===== config.mk =====
export PLATFORM = sky130hd
export DESIGN_NAME = sarh_ctrl
export DESIGN_NICKNAME = d
export VERILOG_FILES = /design/src/rtl/sarh_pkg.sv /design/src/rtl/sarh_link.sv /design/src/rtl/sarh_tag.sv /design/src/rtl/sarh_ctrl.sv
export SDC_FILE = /design/constraint.sdc
export NUM_CORES = 1
export LEC_CHECK = 0
export ABC_AREA = 1
export BUFFER_PORTS_ARGS = -buffer_cell sky130_fd_sc_hd__buf_4
export CORE_MARGIN = 5
export CORE_UTILIZATION = 40
export CTS_BUF_LIST = sky130_fd_sc_hd__clkbuf_4 sky130_fd_sc_hd__clkbuf_8 sky130_fd_sc_hd__clkbuf_16
export DETAILED_ROUTE_END_ITERATION = 6
export GPL_TIMING_DRIVEN = 1
export SETUP_SLACK_MARGIN = 0.05
export SYNTH_ARGS = -nofsm -noshare
export SYNTH_HDL_FRONTEND = slang
export SYNTH_SLANG_ARGS = --single-unit

===== constraint.sdc =====
create_clock -name clk -period 2.12 [get_ports clk]
set_clock_uncertainty 0.15 [all_clocks]
set_input_delay 0.106 -clock clk [delete_from_list [all_inputs] [get_ports clk]]
set_output_delay 0.106 -clock clk [all_outputs]
set_load 0.03 [all_outputs]

===== src/rtl/sarh_pkg.sv =====
`timescale 1ns/1ps
// Package: shared setup type, sequencer states and the setup-word layout.
// Assumes a 6-bit setup word with the converter latching it MSB first.
package sarh_pkg;

    typedef struct packed {
        logic single;
        logic odd;
        logic uni;
    } sarh_cfg_t;

    typedef enum logic [1:0] {
        ST_IDLE   = 2'd0,
        ST_CONV   = 2'd1,
        ST_READ   = 2'd2,
        ST_SETTLE = 2'd3
    } sarh_state_t;

    localparam int WORD_W = 6;

    // Place the setup fields at the bit positions the converter decodes.
    function automatic logic [WORD_W-1:0] cfg_word(input sarh_cfg_t c);
        return {c.single, c.odd, 2'b00, c.uni, 1'b0};
    endfunction

endpackage


===== src/rtl/sarh_link.sv =====
`timescale 1ns/1ps
// Module: serial engine. Once started it runs NBITS clock pulses, each
// phase HALF system cycles long. It sends the setup word MSB first (the
// bit changes while the clock is low) and samples the return line at
// each rising edge. The clock rests low.
// Assumes: start arrives only while idle, and the return line changes
// only on falling edges of the serial clock.
module sarh_link #(
    parameter int NBITS     = 12,
    parameter int WORD_W    = 6,
    parameter int HALF      = 2,
    parameter int ACQ_RISE  = 7
) (
    input  logic              clk,
    input  logic              rst_n,
    input  logic              start,
    input  logic [WORD_W-1:0] word,
    input  logic              sdo,
    output logic              sck,
    output logic              sdi,
    output logic              acq_mark,
    output logic              done,
    output logic [NBITS-1:0]  data
);
    localparam int PW = (HALF > 1) ? $clog2(HALF) : 1;
    localparam int NW = $clog2(NBITS + 1);
    localparam logic [PW-1:0] PH_END  = PW'(HALF - 1);
    localparam logic [NW-1:0] NB_LAST = NW'(NBITS - 1);
    localparam logic [NW-1:0] NB_ACQ  = NW'(ACQ_RISE - 1);

    logic              act;
    logic [PW-1:0]     ph;
    logic [NW-1:0]     nb;
    logic [WORD_W-1:0] wsh;

    // Marks the rising edge that opens the acquisition window.
    assign acq_mark = act && !sck && (ph == PH_END) && (nb == NB_ACQ);

    // Generates the clock phases, shifts the word out and the result in.
    always_ff @(posedge clk) begin
        if (!rst_n) begin
            act  <= 1'b0;
            ph   <= '0;
            nb   <= '0;
            sck  <= 1'b0;
            sdi  <= 1'b0;
            wsh  <= '0;
            done <= 1'b0;
            data <= '0;
        end else begin
            done <= 1'b0;
            if (start) begin
                act <= 1'b1;
                ph  <= '0;
                nb  <= '0;
                sck <= 1'b0;
                sdi <= word[WORD_W-1];
                wsh <= {word[WORD_W-2:0], 1'b0};
            end else if (act) begin
                if (ph == PH_END) begin
                    ph <= '0;
                    if (!sck) begin
                        sck  <= 1'b1;
                        data <= {data[NBITS-2:0], sdo};
                    end else begin
                        sck <= 1'b0;
                        if (nb == NB_LAST) begin
                            act  <= 1'b0;
                            done <= 1'b1;
                        end else begin
                            nb  <= nb + 1'b1;
                            sdi <= wsh[WORD_W-1];
                            wsh <= {wsh[WORD_W-2:0], 1'b0};
                        end
                    end
                end else begin
                    ph <= ph + 1'b1;
                end
            end
        end
    end

    // the outgoing bit must hold while the clock is high.
    a_r5_sdi_hold: assert property (@(posedge clk) disable iff (!rst_n)
        (sck && $past(sck)) |-> $stable(sdi));
    // the clock may change only when a full phase has passed.
    a_r5_phase_len: assert property (@(posedge clk) disable iff (!rst_n)
        (sck != $past(sck)) |-> ($past(ph) == PH_END));
    // a readout ends only after the last pulse.
    a_r4_pulse_count: assert property (@(posedge clk) disable iff (!rst_n)
        done |-> ($past(nb) == NB_LAST));

endmodule


===== src/rtl/sarh_tag.sv =====
`timescale 1ns/1ps
// Module: setup pipeline and result formatting. It keeps the setup that
// the running conversion uses, together with the setup waiting to be sent.
// It labels each finished code with the setup that produced it and widens
// the code according to that setup's unipolar bit.
// Assumes: accept comes before the matching raw_done, one for one.
module sarh_tag #(
    parameter int                 RAW_W   = 12,
    parameter int                 RES_W   = 16,
    parameter sarh_pkg::sarh_cfg_t DEF_CFG = '0
) (
    input  logic                 clk,
    input  logic                 rst_n,
    input  logic                 accept,
    input  sarh_pkg::sarh_cfg_t  req_cfg,
    input  logic                 raw_done,
    input  logic [RAW_W-1:0]     raw,
    output sarh_pkg::sarh_cfg_t  send_cfg,
    output logic                 res_valid,
    output logic [RES_W-1:0]     res_data,
    output sarh_pkg::sarh_cfg_t  res_cfg,
    output logic                 res_first
);
    sarh_pkg::sarh_cfg_t cur_cfg;
    logic                first_q;
    logic [RES_W-1:0]    ext;

    generate
        if (RES_W > RAW_W) begin : g_widen
            // Zero-fills unipolar codes and sign-fills bipolar codes.
            always_comb begin
                if (cur_cfg.uni)
                    ext = {{(RES_W-RAW_W){1'b0}}, raw};
                else
                    ext = {{(RES_W-RAW_W){raw[RAW_W-1]}}, raw};
            end
        end else begin : g_same
            // Passes the code through when no widening is needed.
            always_comb ext = raw[RES_W-1:0];
        end
    endgenerate

    // Keeps the two-stage setup pipeline and registers each result.
    always_ff @(posedge clk) begin
        if (!rst_n) begin
            cur_cfg   <= DEF_CFG;
            send_cfg  <= DEF_CFG;
            first_q   <= 1'b1;
            res_valid <= 1'b0;
            res_data  <= '0;
            res_cfg   <= DEF_CFG;
            res_first <= 1'b0;
        end else begin
            res_valid <= raw_done;
            if (accept)
                send_cfg <= req_cfg;
            if (raw_done) begin
                res_data  <= ext;
                res_cfg   <= cur_cfg;
                res_first <= first_q;
                cur_cfg   <= send_cfg;
                first_q   <= 1'b0;
            end
        end
    end

    // once cleared, the first-result marker never comes back.
    a_r9_first_once: assert property (@(posedge clk) disable iff (!rst_n)
        !first_q |=> !first_q);
    // the upper bits agree with the label's format.
    a_r8_widen: assert property (@(posedge clk) disable iff (!rst_n)
        res_valid |-> (res_cfg.uni ? (res_data[RES_W-1:RAW_W] == '0)
                                   : (res_data[RES_W-1:RAW_W] == {(RES_W-RAW_W){res_data[RAW_W-1]}})));
    // a result strobe lasts one cycle.
    a_r11_pulse: assert property (@(posedge clk) disable iff (!rst_n)
        res_valid |=> !res_valid);

endmodule


===== src/rtl/sarh_ctrl.sv =====
`timescale 1ns/1ps
// Module: top-level sequencer for a serial 12-bit SAR converter. It turns
// every limit given in ns into a count of system cycles (rounded up),
// drives the start strobe, starts the serial engine and holds off the next
// request until the cycle, acquisition and tail limits are all met.
// Assumes: CLK_NS is the system clock period in whole nanoseconds.
module sarh_ctrl #(
    parameter int CLK_NS       = 8,
    parameter int CONV_NS      = 1600,
    parameter int CNV_HI_NS    = 20,
    parameter int SCK_PHASE_NS = 13,
    parameter int ACQ_NS       = 240,
    parameter int TAIL_NS      = 20,
    parameter int CYCLE_NS     = 2000,
    parameter int RAW_W        = 12,
    parameter int RES_W        = 16
) (
    input  logic              clk,
    input  logic              rst_n,
    input  logic              req_valid,
    input  logic              req_single,
    input  logic              req_odd,
    input  logic              req_uni,
    output logic              busy,
    output logic              adc_cnv,
    output logic              adc_sck,
    output logic              adc_sdi,
    input  logic              adc_sdo,
    output logic              res_valid,
    output logic [RES_W-1:0]  res_data,
    output logic              res_single,
    output logic              res_odd,
    output logic              res_uni,
    output logic              res_first
);
    import sarh_pkg::*;

    localparam int HI_NS  = (CONV_NS > CNV_HI_NS) ? CONV_NS : CNV_HI_NS;
    localparam int T_CONV = (HI_NS + CLK_NS - 1) / CLK_NS;
    localparam int T_HALF = (SCK_PHASE_NS + CLK_NS - 1) / CLK_NS;
    localparam int T_ACQ  = (ACQ_NS + CLK_NS - 1) / CLK_NS;
    localparam int T_TAIL = (TAIL_NS + CLK_NS - 1) / CLK_NS;
    localparam int T_CYC  = (CYCLE_NS + CLK_NS - 1) / CLK_NS;
    localparam int CW     = $clog2(T_CYC + T_CONV + 2) + 1;
    localparam logic [CW-1:0] C_CONV = CW'(T_CONV);
    localparam logic [CW-1:0] C_CYC  = CW'(T_CYC - 1);
    localparam logic [CW-1:0] C_ACQ  = CW'(T_ACQ - 1);
    localparam logic [CW-1:0] C_TAIL = CW'((T_TAIL > 1) ? T_TAIL - 1 : 0);
    localparam logic [CW-1:0] C_SAT  = '1;

    sarh_state_t       state;
    logic [CW-1:0]     cyc_cnt, acq_cnt, tail_cnt;
    logic              accept, link_start, acq_mark, link_done;
    logic [RAW_W-1:0]  raw;
    sarh_cfg_t         req_cfg, send_cfg, res_cfg;

    assign req_cfg    = '{single: req_single, odd: req_odd, uni: req_uni};
    assign accept     = (state == ST_IDLE) && req_valid;
    assign link_start = (state == ST_CONV) && (cyc_cnt >= C_CONV);
    assign busy       = (state != ST_IDLE);
    assign res_single = res_cfg.single;
    assign res_odd    = res_cfg.odd;
    assign res_uni    = res_cfg.uni;

    // Steps the sequence and drives the start strobe.
    always_ff @(posedge clk) begin
        if (!rst_n) begin
            state   <= ST_IDLE;
            adc_cnv <= 1'b0;
        end else begin
            case (state)
                ST_IDLE: if (accept) begin
                    state   <= ST_CONV;
                    adc_cnv <= 1'b1;
                end
                ST_CONV: if (link_start) begin
                    state   <= ST_READ;
                    adc_cnv <= 1'b0;
                end
                ST_READ: if (link_done) state <= ST_SETTLE;
                default: if (cyc_cnt >= C_CYC && acq_cnt >= C_ACQ && tail_cnt >= C_TAIL)
                    state <= ST_IDLE;
            endcase
        end
    end

    // Measures time since the start, since the acquisition mark and since the last fall.
    always_ff @(posedge clk) begin
        if (!rst_n) begin
            cyc_cnt  <= C_SAT;
            acq_cnt  <= C_SAT;
            tail_cnt <= C_SAT;
        end else begin
            cyc_cnt  <= accept    ? CW'(1) : (cyc_cnt  == C_SAT ? cyc_cnt  : cyc_cnt  + 1'b1);
            acq_cnt  <= acq_mark  ? CW'(1) : (acq_cnt  == C_SAT ? acq_cnt  : acq_cnt  + 1'b1);
            tail_cnt <= link_done ? CW'(1) : (tail_cnt == C_SAT ? tail_cnt : tail_cnt + 1'b1);
        end
    end

    sarh_link #(
        .NBITS(RAW_W), .WORD_W(WORD_W), .HALF(T_HALF), .ACQ_RISE(7)
    ) link_i (
        .clk(clk), .rst_n(rst_n), .start(link_start), .word(cfg_word(send_cfg)),
        .sdo(adc_sdo), .sck(adc_sck), .sdi(adc_sdi), .acq_mark(acq_mark),
        .done(link_done), .data(raw)
    );

    sarh_tag #(
        .RAW_W(RAW_W), .RES_W(RES_W), .DEF_CFG('0)
    ) tag_i (
        .clk(clk), .rst_n(rst_n), .accept(accept), .req_cfg(req_cfg),
        .raw_done(link_done), .raw(raw), .send_cfg(send_cfg),
        .res_valid(res_valid), .res_data(res_data), .res_cfg(res_cfg),
        .res_first(res_first)
    );

    // the strobe rises only out of the idle state.
    a_r1_rise_idle: assert property (@(posedge clk) disable iff (!rst_n)
        $rose(adc_cnv) |-> $past(state == ST_IDLE));
    // the strobe falls only after the conversion count.
    a_r2_conv_hold: assert property (@(posedge clk) disable iff (!rst_n)
        $fell(adc_cnv) |-> ($past(cyc_cnt) >= C_CONV));
    // start-to-start spacing and acquisition window.
    a_r6_cycle: assert property (@(posedge clk) disable iff (!rst_n)
        $rose(adc_cnv) |-> ($past(cyc_cnt) >= C_CYC && $past(acq_cnt) >= C_ACQ));
    // the serial clock is never high while the strobe is high.
    a_r4_sck_cnv: assert property (@(posedge clk) disable iff (!rst_n)
        adc_sck |-> !adc_cnv);
    // the strobe is high only inside a busy sequence.
    a_r11_busy: assert property (@(posedge clk) disable iff (!rst_n)
        adc_cnv |-> busy);

endmodule


==> flow_results.org, run 1 <==
** Yosys
- After technology mapping, the gate count stands at 483.
- Cell area after technology mapping :: roughly 3800 sq um
- Syn_nets :: slightly above 500
- Part of the Yosys area used for sequential elements :: 43.8%
- Yosys attributes the largest share of cell area to sky130_fd_sc_hd__dfxtp_1, sky130_fd_sc_hd__nand2_1, sky130_fd_sc_hd__nand3_1, sky130_fd_sc_hd__inv_1, sky130_fd_sc_hd__ha_1.
- A synthesized cell averages approximately 8 sq um.
- Synth cell types :: 39
- Warnings, synthesis :: 0
- Summed over all instances, the cell type with the most area after synthesis is sky130_fd_sc_hd__dfxtp_1.
- After synthesis the netlist holds a flip-flop and latch count of 83.
- Synth top area share :: 43.8%

** STA
- Final Hold Viols :: 0
- Share of the clock period used by the worst path after layout :: roughly 83%
- Setup repair after global routing left no endpoint under its margin.
- Slew at the pin closest to its max-slew limit :: around 510 ps
- Worst slack on hold paths :: ~28 ps
- Final max-slew violation count :: 0
- Setup violation total in the final timing report :: 0
- Headroom to the max-slew limit came out at roughly two thirds.
- Highest Clock Rate :: 569 MHz
- Setup slack of the critical path after layout :: between 300 and 400 ps
- After routing, the total negative slack on setup checks comes to 0 ps.
- Minimum clock period :: 1760 ps

** Place
- Routability-driven placement finished with a final weighted congestion of 0.870.
- Once detailed placement completed, the half-perimeter wirelength came to 5.55 mm.
- The number of placed instances, taps included, is ~630.
- Worst slack after detailed placement :: around 400 ps
- Count of input and output buffers :: 31

** Clocking
- The clock net in this run drives a total of 83 sinks.
- Cell chosen for the clock root :: sky130_fd_sc_hd__clkbuf_8
- Counting along the longest clock path gives a buffer depth of 2.
- After clock tree synthesis, the repair step resized 0 gates.
- TritonCTS built the clock tree.
- Clock-pin slew on the worst setup and hold paths :: approximately 90 ps
- CTS built an H-tree with a depth of 3.
- The clock reaches the later pin of the worst-skew pair after 340 ps.
- Buffers inserted during clock tree synthesis total 9.

** Layout
- Final Non-Filler Cells :: about 650
- Number of nets at the end of the flow :: between 500 and 600
- Layout cells sized above 1 :: 17.0%
- From synthesis to final layout, the design area changed by 15.6%.
- FILL cells :: 913
- Antenna Diode Count :: 0

** Global routing
- Antenna violations before repair :: 0
- The via count of the first global-routing pass came to slightly above 3000.
- Peak-usage layer in the global routing report :: met2
- Global route overflow :: 0
- The first global-routing pass estimated about 14 mm of wire.
- Global routing usage on met1 :: between 15 and 20%
- Met2 Usage GRT :: between 20 and 25%
- Entering global routing, the biggest net connects between 40 and 50 pins.
- Met3 Usage GRT :: under 10%
- Global routing used around 14% of the available tracks across all layers.

** Drt
- Count of nets left with antenna violations after detail routing :: 0
- Post-DR vias/cell :: 4.86
- After detailed routing, the average wire length per cell comes to roughly 12 um.
- Initial detailed-routing violation count :: about 160
- Wire length after detailed routing :: between 7 and 8 mm
- Via count :: between 3000 and 4000
- The pre-antenna-repair detailed-routing pass consisted of 4 iterations.
- Number of design rule violations left after detail routing :: 0

** Critical path
- Critical path capture point :: tail_cnt[5]
- Data on the critical path arrives at its endpoint at 1890 ps.
- The worst register-to-register path has a depth of 9.
- STA classifies the critical path startpoint as a flop.
- Counting buffers and inverters, the worst setup path is 9 cells deep.
- Top cell by count, worst path :: sky130_fd_sc_hd__nand3_1
- The worst setup path is captured at a flop.
- Cell Chain, Critical Path :: ha_1 > nand2_1 > nor2_1 > nand3_1 > nor2_2 > nand3_2 > inv_2 > nand2_2 > nand3_1
- In this design, the stage delay of the slowest critical-path cell is around 420 ps.
- Crit Path Max Fanout :: 5
- Capture point of the worst reg-to-reg path :: tail_cnt[5]
- For this design, the slowest cell found on the critical path is sky130_fd_sc_hd__dfxtp_1.
- The critical path is of the reg2reg type.
- Number of buffer and inverter stages on the critical path :: 1
- The worst register-to-register path begins at tail_cnt[1].
- At the worst endpoint, the required time is approximately 2300 ps.
- The kind of cell with the highest combined delay along the critical path is simple AND/OR/NAND/NOR gates.
- The setup check on the worst reg-to-reg path leaves a slack of between 300 and 400 ps.
- Critical path startpoint :: tail_cnt[1]

** Run status
- Outcome :: completed

** Flow run
- Max capacitance violation total :: 0

** Floorplanning
- Full die area :: 11500 sq um
- Die height :: about 110 um
- The floorplan has 35 rows.
- Chip Width :: around 110 um
- The total area inside the core boundary comes to just over 9000 sq um.
- Pin placement for this block handled 32 I/O pins.
- The initial utilization of the core area, before any placement, comes to 41.0%.

** Pwr
- Dividing total power by cell area gives a power density of about 1100 nW/um^2.
- Total power after layout :: around 0.0048 W
- VDD sags by at most around 0.77 mV.
- Static leakage :: just over 2 nW

** Hold path
- In this run the worst hold path is classified as in2reg.
- Source of the worst hold timing path :: req_valid
==> final cells by class <==
cell class,instances,area (sq um),share of cell area [%]
tap,129,161,3.68
sequential,83,1660,37.9
inverter,63,238,5.43
clock inverter,7,100,2.28
clock buffer,9,124,2.83
timing repair buffer,37,288,6.57
multi-input combinational,323,1810,41.3
==> cells in the mapped netlist <==
| cell type | instances |
|---|---|
| sky130_fd_sc_hd__a32o_1 | 1 |
| sky130_fd_sc_hd__inv_1 | 51 |
| sky130_fd_sc_hd__nor2_8 | 1 |
| sky130_fd_sc_hd__a21oi_1 | 21 |
| sky130_fd_sc_hd__o22ai_1 | 3 |
| sky130_fd_sc_hd__nand3_1 | 53 |
| sky130_fd_sc_hd__nand3_4 | 1 |
| sky130_fd_sc_hd__nand4_4 | 1 |
| sky130_fd_sc_hd__or2_1 | 1 |
| sky130_fd_sc_hd__nand4_1 | 7 |
| sky130_fd_sc_hd__clkbuf_1 | 4 |
| sky130_fd_sc_hd__nand3_2 | 3 |
| sky130_fd_sc_hd__nand2_4 | 3 |
| sky130_fd_sc_hd__buf_6 | 1 |
| sky130_fd_sc_hd__nand2_1 | 76 |
| sky130_fd_sc_hd__a31oi_1 | 2 |
| sky130_fd_sc_hd__buf_4 | 5 |
| sky130_fd_sc_hd__o21a_1 | 1 |
| sky130_fd_sc_hd__o21ai_0 | 22 |
| sky130_fd_sc_hd__nor2_4 | 6 |
| sky130_fd_sc_hd__buf_1 | 1 |
| sky130_fd_sc_hd__nor2_2 | 2 |
| sky130_fd_sc_hd__o31ai_1 | 2 |
| sky130_fd_sc_hd__o211ai_1 | 3 |
| sky130_fd_sc_hd__a22o_1 | 11 |
| sky130_fd_sc_hd__nor2_1 | 49 |
| sky130_fd_sc_hd__xor2_1 | 2 |
| sky130_fd_sc_hd__o21ai_1 | 17 |
| sky130_fd_sc_hd__nand2_2 | 8 |
| sky130_fd_sc_hd__inv_2 | 11 |
| sky130_fd_sc_hd__nor3_4 | 1 |
| sky130_fd_sc_hd__buf_2 | 3 |
| sky130_fd_sc_hd__o21bai_1 | 1 |
| sky130_fd_sc_hd__ha_1 | 15 |
| sky130_fd_sc_hd__nand3b_1 | 3 |
| sky130_fd_sc_hd__nor3_1 | 5 |
| sky130_fd_sc_hd__dfxtp_1 | 83 |
| sky130_fd_sc_hd__clkinv_2 | 1 |
| sky130_fd_sc_hd__or2_2 | 2 |
==> per-layer routing <==
| layer | vias up | share of wire (%) |
|---|---|---|
| met2 | 42 | 46 |
| met4 | 0 | 1.6 |
| met3 | 12 | 2.5 |
| met1 | 1457 | 50 |
| li1 | 1652 | - |
| met5 | - | 0 |
==> worst min-delay path: stages <==
cell and delay [ps]:
sky130_fd_sc_hd__buf_4 80, sky130_fd_sc_hd__or2_2 100, sky130_fd_sc_hd__nand3_1 70, sky130_fd_sc_hd__nand2_1 60
sky130_fd_sc_hd__a21oi_1 50
==> through the flow <==
stage / utilization [%] / area, sq um
floorplan: - / 3790
detailed placement: 44.6 / 4120
finish: 47.4 / 4380
CTS: 47.4 / 4380
global route: 47.4 / 4380
global placement: 44.6 / 4120
==> cell usage in the layout (no fill, tap or decap), drive strengths merged, types with 4 or more instances in the layout <==
| master | netlist | final |
|---|---|---|
| nand3 | 57 | 57 |
| nor3 | 6 | 6 |
| dlygate4sd3 | 0 | 4 |
| a21oi | 21 | 21 |
| ha | 15 | 15 |
| nor2 | 58 | 58 |
| clkbuf | 4 | 9 |
| a22o | 11 | 11 |
| buf | 10 | 33 |
| o21ai | 39 | 39 |
| dfxtp | 83 | 83 |
| inv | 62 | 64 |
| nand4 | 8 | 8 |
| nand2 | 87 | 87 |
==> where the power goes <==
group	switching [W]	total, W	leakage, nW	internal (W)
clock network	0.000585	0.00126	0.102	0.000671
logic	0.000930	0.00148	1.25	0.000548
registers	0.000256	0.00206	0.676	0.00180
total	0.00177	0.00479	2.03	0.00302
==> flip-flops by register name, indices dropped and copies added, names as in the netlist, 2 cells and up <==
register	count
tag_i.res_cfg	3
state	2
link_i.wsh	4
acq_cnt	10
link_i.nb	4
tag_i.send_cfg	3
tail_cnt	10
link_i.data	12
tag_i.cur_cfg	3
tag_i.res_data	13
cyc_cnt	10
==> what timing repair did <==
action,in CTS,in global routing
endpoints found under the setup margin,0,0
hold buffers,4,0
endpoints found under the hold margin,4,0
buffers inserted,0,0
==> kinds of logic (layout without fill, tap and decap cells) <==
| group | Yosys count | after routing | share of synthesized area [%] |
|---|---|---|---|
| simple gates | 222 | 222 | 29.4 |
| compound gates | 84 | 84 | 12.9 |
| flops | 83 | 83 | 43.8 |
| buf+inv | 77 | 116 | 8.45 |
| fa+ha+maj | 15 | 15 | 4.95 |
| xor+xnor | 2 | 2 | 0.462 |
==> worst min path at each step <==
| stage | to | slack, ps | depth (start not counted) |
|---|---|---|---|
| floorplan | link_i.data[0] | 120 | 2 |
| global placement | link_i.data[0] | 210 | 3 |
| detailed placement | link_i.data[0] | 240 | 3 |
| CTS | adc_cnv | 4 | 5 |
| global route | adc_cnv | 40 | 5 |
| finish | adc_cnv | 30 | 5 |
Power figures use the tool's default switching activity.
==> inputs of run 2 (changes only) <==
Clock period 2.12 ns to 1.7 ns, I/O delays scaled along.
==> run 2 against run 1 <==
Sequential cell count unchanged. Clock-buffer cell count up 1. Combinational power up 47%. Clock power about the same. Worst hold slack better by 43 ps. Final cell count up 1.7%. Via count about the same. Sequential share of layout area down 1.2 points. Critical path depth unchanged. Total power up 26%. Cell area up 4.2%. Highest routed layer unchanged.
==> flow_results.org, run 2 (synthesis gave the netlist of run 1 again) <==
** Run status
- Outcome :: completed (unchanged)

** Pwr
- Switching power summed over all nets :: 0.00237 W (was 0.00177 W)
- Power density normalized to cell area :: 1330 nW/um^2 (was 1090 nW/um^2)
- Sequential group share of total power :: 42.9% (about the same)
- Internal power consumption :: 0.00369 W (was 0.00302 W)
- Static leakage :: 2.06 nW (was 2.03 nW)
- Share of power burned in the clock network :: 21.2% (was 26.2%)
- Worst IR drop on VDD :: 0.884 mV (was 0.765 mV)
- The switching share of power came to 39.1% (was 37.0%).
- The part of the total power dissipated in combinational logic was 35.9% (was 30.8%).

** Layout
- Area growth syn-to-layout :: 20.5% (was 15.6%)
- Leading cell types in the layout, fill and taps excluded :: sky130_fd_sc_hd__dfxtp_1, sky130_fd_sc_hd__nand2_1, sky130_fd_sc_hd__nand3_1, sky130_fd_sc_hd__inv_1, sky130_fd_sc_hd__nor2_1 (unchanged)
- Number of nets at the end of the flow :: 550 (was 539)
- Layout cells sized above 1 :: 23.5% (was 17.0%)
- Most common cell after layout, fill and taps aside :: sky130_fd_sc_hd__dfxtp_1 (unchanged)
- Antenna Diode Count :: 0 (unchanged)
- Largest regs :: tag_i.res_data x13, link_i.data x12 (unchanged)
- Final Non-Filler Cells :: 662 (was 651)
- Max FFs per register :: 13 (unchanged)
- Most flop-heavy register :: tag_i.res_data (unchanged)

** Global routing
- The wire length of the first global-routing pass came to 13.6 mm (about the same).
- Antenna violations before repair :: 0 (unchanged)
- The via count of the first global-routing pass came to 3050 (was 3026).
- Global route overflow :: 0 (unchanged)
- The pin count of the biggest net entering global routing is 36 (was 48).
- All-layer global routing usage :: 14.4% (was 14.3%)

** Clocking
- CTS tree :: yes (unchanged)
- The clock sink total came to 83 (unchanged).
- TritonCTS buffer count :: 9 (unchanged)
- Buffers from clock root to sink, at most :: 2 (unchanged)
- The clock latency of the later-clocked register in the worst-skew pair is 350 ps (was 340 ps).
- The number of levels in the clock H-tree was 3 (unchanged).
- Cell chosen for the clock root :: sky130_fd_sc_hd__clkbuf_8 (unchanged)
- Clock-pin slew on the worst setup and hold paths :: 90 ps (about the same)

** Place
- GP Congestion :: 0.871 (was 0.870)
- The number of cells after detailed placement was 635 (was 631).
- Count of input and output buffers :: 31 (unchanged)
- The minimum setup slack after placement came to 20.7 ps (was 399 ps).
- The half-perimeter wire length after placement came to 5.56 mm (was 5.55 mm).

** Critical path
- Required time of the worst setup path :: 1820 ps (was 2250 ps)
- The startpoint of the worst register-to-register path is tail_cnt[0] (was tail_cnt[1]).
- The worst-case register-to-register setup slack is 90 ps (was 360 ps).
- The signal arrival time at the worst endpoint was 1720 ps (was 1890 ps).
- The launching instance or port of the critical path is tail_cnt[0] (was tail_cnt[1]).
- Crit start category :: flop (unchanged)
- Crit Path Max Fanout :: 5 (unchanged)
- Type of element capturing the critical path :: flop (unchanged)
- The category of the critical setup timing path was reg2reg (unchanged).

** Drt
- Via count :: 3164 (was 3163)
- The number of design rule violations left after detail routing was 0 (unchanged).
- The detailed-route wire length came to 8.13 mm (was 7.75 mm).
- The detailed-route wire length per cell was 12.3 um (was 11.9 um).
- The number of nets with antenna violations after routing was 0 (unchanged).
- The count of TritonRoute iterations in the first routing pass came to 4 (unchanged).
- The initial detailed-routing violation count was 132 (was 158).
- Post-DR vias/cell :: 4.78 (was 4.86)

** STA
- Setup violation total in the final timing report :: 0 (unchanged)
- The final critical delay including setup and external delays came to 1610 ps (was 1760 ps).
- The peak clock frequency supported by timing came to 623 MHz (was 569 MHz).
- The remaining max-slew budget at the tightest pin was 67.3% (was 66.2%).
- The share of the clock period used by the worst path is 94.5% (was 82.9%).
- Setup slack of the critical path after layout :: 93.9 ps (was 362 ps)
- The count of pins over their slew limit is 0 (unchanged).
- Final Hold Viols :: 0 (unchanged)
- Slew at the pin closest to its max-slew limit :: 488 ps (was 506 ps)
- Unrepaired setup endpoints after global routing: true (was false).

** Flow run
- The total of max-cap violations came to 0 (unchanged).

** Floorplanning
- Row count :: 35 (unchanged)
- Full die area :: 11500 sq um (unchanged)
- The height of the die is 107 um (unchanged).
- The core box area was 9240 sq um (unchanged).
- Chip Width :: 107 um (unchanged)
- The initial standard-cell utilization of the core is 41.0% (unchanged).
- I/O pin total :: 32 (unchanged)

** Hold path
- The worst hold path class is in2reg (unchanged).
- Source of the worst hold timing path :: rst_n (was req_valid)
[run 2: power groups by stage]
stage               registers [W]  clock network (W)  logic [W]
CTS                       0.00255            0.00134    0.00191
detailed placement        0.00258                  0    0.00189
floorplan                 0.00254                  0    0.00148
finish                    0.00260            0.00128    0.00217
global placement          0.00258                  0    0.00185
global route              0.00265            0.00141    0.00251
[run 2: through the flow]
stage	hold WS, ps	util, %	cell area (sq um)	setup TNS (ps)	power [W]
after floorplan	97.6	-	3790	0	0.00402
after global placement	192	44.9	4150	0	0.00443
after detailed placement	208	44.9	4150	0	0.00447
after CTS	45.3	47.6	4400	0	0.00580
after global routing	86.7	49.4	4570	-47.3	0.00657
final	70.8	49.4	4570	0	0.00606
[run 2: worst max-delay path, cell delays in order, from the launching register on]
cell and delay, ps:
sky130_fd_sc_hd__dfxtp_4 380, sky130_fd_sc_hd__ha_4 140, sky130_fd_sc_hd__nand2_2 70, sky130_fd_sc_hd__nor2_4 130, sky130_fd_sc_hd__nand3_2 120, sky130_fd_sc_hd__nor2_4 160
sky130_fd_sc_hd__nand3_4 110, sky130_fd_sc_hd__inv_4 100, sky130_fd_sc_hd__a21oi_1 70, sky130_fd_sc_hd__o21ai_1 90
[run 2: final cells by class]
class | instances | area, sq um
tap | 129 | 161
inverter | 63 | 245
timing repair buffer | 47 | 370
clock buffer | 10 | 131
clock inverter | 6 | 48.8
sequential | 83 | 1680
multi-input combinational | 324 | 1930
fill | 917 | 4670
[run 2: final timing paths]
kind                                       to  cells after the start
worst min-delay path               link_i.act                      4
worst min register to register  link_i.wsh[2]                      2
worst max register to register    tail_cnt[0]                      9
worst max-delay path              tail_cnt[0]                      9
[run 2: routing by layer]
layer	track usage, %	share of wire, %
met5	0	0
met4	4.24	1.2
met3	4.38	3.7
met2	24.0	48
met1	17.9	47
[run 2: what timing repair did]
item,4_1_cts,5_1_grt
hold buffers,7,0
pin swaps,0,10
setup endpoints to repair,9,49
gates cloned,0,1
gates resized for setup,2,41
setup buffers,0,3
endpoints found under the hold margin,17,0
==> inputs of run 3 (changes only) <==
Settings changed: ABC_AREA 1 to 0, TNS_END_PERCENT set to 1.
==> run 3 against run 2 <==
The flow now finishes with violations (setup timing). Sequential power down 10%. Wire length decreased by 0.41%. Worst setup slack got worse by 130 ps. Register-to-register slack worse by 130 ps. Final cell count shrank 6.2%. Critical path depth is 4 lower. Critical endpoint is now state[1].
==> flow_results.org, run 3 <==
** Run status
- Outcome: complete, but fails checks (was completed).
- Violations in the final reports :: setup timing

** Global routing
- All-layer global routing usage :: 14.7% (was 14.4%)
- The pin count of the biggest net entering global routing was 46 (was 36).
- The via count of the first global-routing pass is 2907 (was 3050).
- The initial antenna violation count is 0 (unchanged).
- The wire length of the first global-routing pass came to 13.7 mm (was 13.6 mm).
- Global route overflow :: 0 (unchanged)

** Clocking
- The CTS tree is yes (unchanged).
- TritonCTS buffer count :: 9 (unchanged)
- The clock transition at the registers of the reported paths came to 90 ps (about the same).
- The maximum number of buffers from clock root to sink was 2 (unchanged).
- Number of H-tree levels :: 3 (unchanged)
- The clock latency of the later-clocked register in the worst-skew pair is 350 ps (about the same).
- CTS sink cnt :: 83 (unchanged)
- The root buffer selected by CTS is sky130_fd_sc_hd__clkbuf_8 (unchanged).

** Yosys
- The number of distinct standard cells referenced by the synthesized netlist was 49 (was 39).
- Cell area after technology mapping :: 3790 sq um (about the same)
- The share of async-settable or async-resettable flops after synthesis came to 0% (unchanged).
- The most area-hungry cell type in the Yosys netlist is sky130_fd_sc_hd__dfxtp_1 (unchanged).
- Syn_nets :: 422 (was 505)
- The fraction of post-synthesis cell area in the top cell type by area was 43.9% (was 43.8%).
- The post-synthesis cell count was 400 (was 483).
- Most frequent cell after synthesis :: sky130_fd_sc_hd__dfxtp_1 (unchanged)
- Flops & latches, synth :: 83 (unchanged)
- Warnings, synthesis :: 0 (unchanged)
- Flip-flop cell with the highest count after synthesis :: sky130_fd_sc_hd__dfxtp_1 (unchanged)
- The count of flip-flops with a built-in enable after synthesis was 0 (unchanged).
- Top cell types by occurrence after synthesis: sky130_fd_sc_hd__dfxtp_1, sky130_fd_sc_hd__mux2i_1, sky130_fd_sc_hd__nand2_1 (was sky130_fd_sc_hd__dfxtp_1, sky130_fd_sc_hd__nand2_1, sky130_fd_sc_hd__nand3_1).
- The mean cell area of the mapped netlist came to 9.47 sq um (was 7.85 sq um).
- Part of the Yosys area used for sequential elements :: 43.9% (was 43.8%)
- Synth area leaders: sky130_fd_sc_hd__dfxtp_1, sky130_fd_sc_hd__mux2i_1, sky130_fd_sc_hd__nor2b_1, sky130_fd_sc_hd__ha_1, sky130_fd_sc_hd__nand2_1 (was sky130_fd_sc_hd__dfxtp_1, sky130_fd_sc_hd__nand2_1, sky130_fd_sc_hd__nand3_1, sky130_fd_sc_hd__inv_1, sky130_fd_sc_hd__ha_1).

** Critical path
- Crit Path Class :: reg2reg (unchanged)
- Crit start category :: flop (unchanged)
- The top cell family by delay on the critical path is simple AND/OR/NAND/NOR gates (unchanged).
- Required time of the worst setup path :: 1830 ps (was 1820 ps)
- Type of element capturing the critical path :: flop (unchanged)
- Number of buffer and inverter stages on the critical path :: 0 (was 1)
- Cell Chain, Critical Path: or4_4 > nor4_4 > o21ai_2 > nand3_2 > mux2i_1 (was ha_4 > nand2_2 > nor2_4 > nand3_2 > nor2_4 > nand3_4 > inv_4 > a21oi_1 > o21ai_1).
- Number of cells on the worst reg-to-reg path :: 5 (was 9)
- Crit Path Max Fanout :: 2 (was 5)
- Depth of the critical timing path with buffers and inverters included :: 5 (was 9)
- Largest incremental delay on the critical path :: 550 ps (was 380 ps)
- Critical Path Slowest Stage Cell :: sky130_fd_sc_hd__or4_4 (was sky130_fd_sc_hd__dfxtp_4)
- Arrival time at the worst endpoint :: 1870 ps (was 1720 ps)

** Pwr
- Power density normalized to cell area :: 1090 nW/um^2 (was 1330 nW/um^2)
- Total power after layout :: 0.00539 W (was 0.00606 W)
- Switching power summed over all nets :: 0.00184 W (was 0.00237 W)
- Share of power burned in the clock network :: 23.7% (was 21.2%)
- Internal power consumption :: 0.00355 W (was 0.00369 W)
- The part of the total power dissipated in combinational logic came to 32.8% (was 35.9%).
- The peak supply drop is 0.541 mV (was 0.884 mV).
- Sequential group share of total power :: 43.5% (was 42.9%)
- The leakage component of the power is 1.98 nW (was 2.06 nW).
- Fraction of power spent switching nets :: 34.2% (was 39.1%)

** Floorplanning
- The I/O pin total came to 32 (unchanged).
- The core box area was 9240 sq um (unchanged).
- The site row count came to 35 (unchanged).
- Full die area :: 11500 sq um (about the same)
- Chip Width :: 107 um (about the same)
- Initial core utilization :: 41.0% (about the same)
- The height of the die is 107 um (about the same).

** Layout
- The area added between synthesis and finish was 30.6% (was 20.5%).
- Layout cells sized above 1 :: 30.9% (was 23.5%)
- Antenna Diode Count :: 0 (unchanged)
- Final Non-Filler Cells :: 621 (was 662)
- Post-layout instance area :: 4950 sq um (was 4570 sq um)
- The most frequent standard cell in the layout excluding fill and tap cells is sky130_fd_sc_hd__buf_4 (was sky130_fd_sc_hd__dfxtp_1).
- Leading cell types in the layout, fill and taps excluded :: sky130_fd_sc_hd__buf_4, sky130_fd_sc_hd__dfxtp_1, sky130_fd_sc_hd__mux2i_1, sky130_fd_sc_hd__nor2b_1, sky130_fd_sc_hd__nand2_1 (was sky130_fd_sc_hd__dfxtp_1, sky130_fd_sc_hd__nand2_1, sky130_fd_sc_hd__nand3_1, sky130_fd_sc_hd__inv_1, sky130_fd_sc_hd__nor2_1)
- FILL cells :: 871 (was 917)
- Number of nets at the end of the flow :: 509 (was 550)
- The number of flip-flops in the largest register came to 13 (unchanged).
- Largest regs :: tag_i.res_data x13, link_i.data x12 (unchanged)
- Most flop-heavy register :: tag_i.res_data (unchanged)

** STA
- Highest Clock Rate :: 576 MHz (was 623 MHz)
- The setup TNS came to -71.2 ps (was 0 ps).
- Final Hold Viols :: 0 (unchanged)
- Unrepaired setup endpoints after global routing :: true (unchanged)
- The remaining max-slew budget at the tightest pin was 81.2% (was 67.3%).
- The slack of the critical path is -36.8 ps (was 93.9 ps).
- The actual transition at the worst max-transition pin was 281 ps (was 488 ps).
- Setup violation total in the final timing report :: 2 (was 0)
- Worst slack on hold paths :: 40.5 ps (was 70.8 ps)
- Share of the clock period used by the worst path after layout :: 102% (was 94.5%)
- The count of pins over their slew limit came to 0 (unchanged).
- Minimum clock period :: 1740 ps (was 1610 ps)

** Drt
- The number of nets with antenna violations after routing is 0 (unchanged).
- The initial detailed-routing violation count was 88 (was 132).
- Drt pass-1 iters :: 6 (was 4)
- Routed wire length per instance :: 13.0 um (was 12.3 um)
- Post-DR vias/cell :: 4.79 (was 4.78)
- Number of design rule violations left after detail routing :: 0 (unchanged)
- The via total after detailed routing was 2973 (was 3164).
- The detailed-route wire length is 8.09 mm (was 8.13 mm).

** Hold path
- The instance count along the most critical hold path was 3 (was 4).
- Min-delay worst type :: in2reg (unchanged)

** Place
- The total cell area at the placement stage is 4590 sq um (was 4150 sq um).
- GP Congestion :: 0.832 (was 0.871)
- The count of input and output buffers was 31 (unchanged).
- The number of cells after detailed placement was 597 (was 635).
- Placed wire-length estimate after detailed placement :: 5.48 mm (was 5.56 mm)

** Flow run
- Max capacitance violation total :: 0 (unchanged)
run 3: cell types whose count changed after synthesis, moves of 17 or more:
cell | before | now
sky130_fd_sc_hd__nor2b_1 | 0 | 32
sky130_fd_sc_hd__a21oi_1 | 21 | 4
sky130_fd_sc_hd__nor2_1 | 49 | 14
sky130_fd_sc_hd__nand2_1 | 76 | 33
sky130_fd_sc_hd__mux2i_1 | 0 | 44
sky130_fd_sc_hd__inv_1 | 51 | 16
sky130_fd_sc_hd__nand3_1 | 53 | 17
run 3: layout make-up:
cell class	count	area (sq um)	area share (%)
Multi-Input combinational cell	280	2070	41.8
Timing Repair Buffer	96	795	16.1
Tap cell	129	161	3.26
Sequential cell	83	1680	34.0
Clock buffer	9	124	2.50
Clock inverter	7	53.8	1.09
Inverter	17	63.8	1.29
run 3: timing repair:
action	4_1_cts	5_1_grt
gates resized for setup	13	18
endpoints found under the setup margin	24	50
buffers inserted	2	1
hold buffers	5	0
pin swaps	13	8
hold endpoints to repair	10	0
run 3: path summary, 6_finish.rpt:
kind                       from       endpoint  slack, ps
setup reg to reg    tail_cnt[9]       state[1]        -40
setup / recovery    tail_cnt[9]       state[1]        -40
hold / removal        req_valid     cyc_cnt[0]         40
hold reg to reg   tag_i.first_q  tag_i.first_q        320
run 3: metrics by stage:
stage          setup WS [ps]  utilization, %
6_report               -36.8            53.5
5_1_grt                 -113            53.5
4_1_cts                -57.1            52.8
3_5_place_dp           -95.4            49.7
3_3_place_gp           -43.2            49.7
2_1_floorplan           17.6               -
run 3: metal layers:
layer	routed length (um)	share of wire (%)	global-route usage, %
met1	3980	49	19.8
met2	3740	46	23.4
met3	290	3.6	3.84
met4	74	0.91	4.11
met5	0	0	0
run 3: cells by family after synthesis:
logic type	count (synthesis)	synth area share, %
multiplexers	44	11.6
adder cells (fa/ha/maj)	15	4.96
buffers and inverters	37	4.69
AND/OR/NAND/NOR	140	20.0
flip-flops	83	43.9
AO/OA/AOI/OAI	62	10.4
XOR/XNOR	19	4.39
run 3: worst reg2reg max path, delay by kind of cell, from the launching register on:
| family | cells | cell delay, ps |
|---|---|---|
| muxes | 1 | 180 |
| and+or+nand+nor | 3 | 910 |
| AOI/OAI and AO/OA | 1 | 100 |
| DFF | 1 | 340 |
run 3: power by group through the flow:
stage	Clock, W	Sequential, W	Combinational (W)
floorplan	0	0.00240	0.00102
global placement	0	0.00236	0.00164
detailed placement	0	0.00237	0.00168
CTS	0.00133	0.00233	0.00175
global route	0.00143	0.00237	0.00199
finish	0.00128	0.00234	0.00177
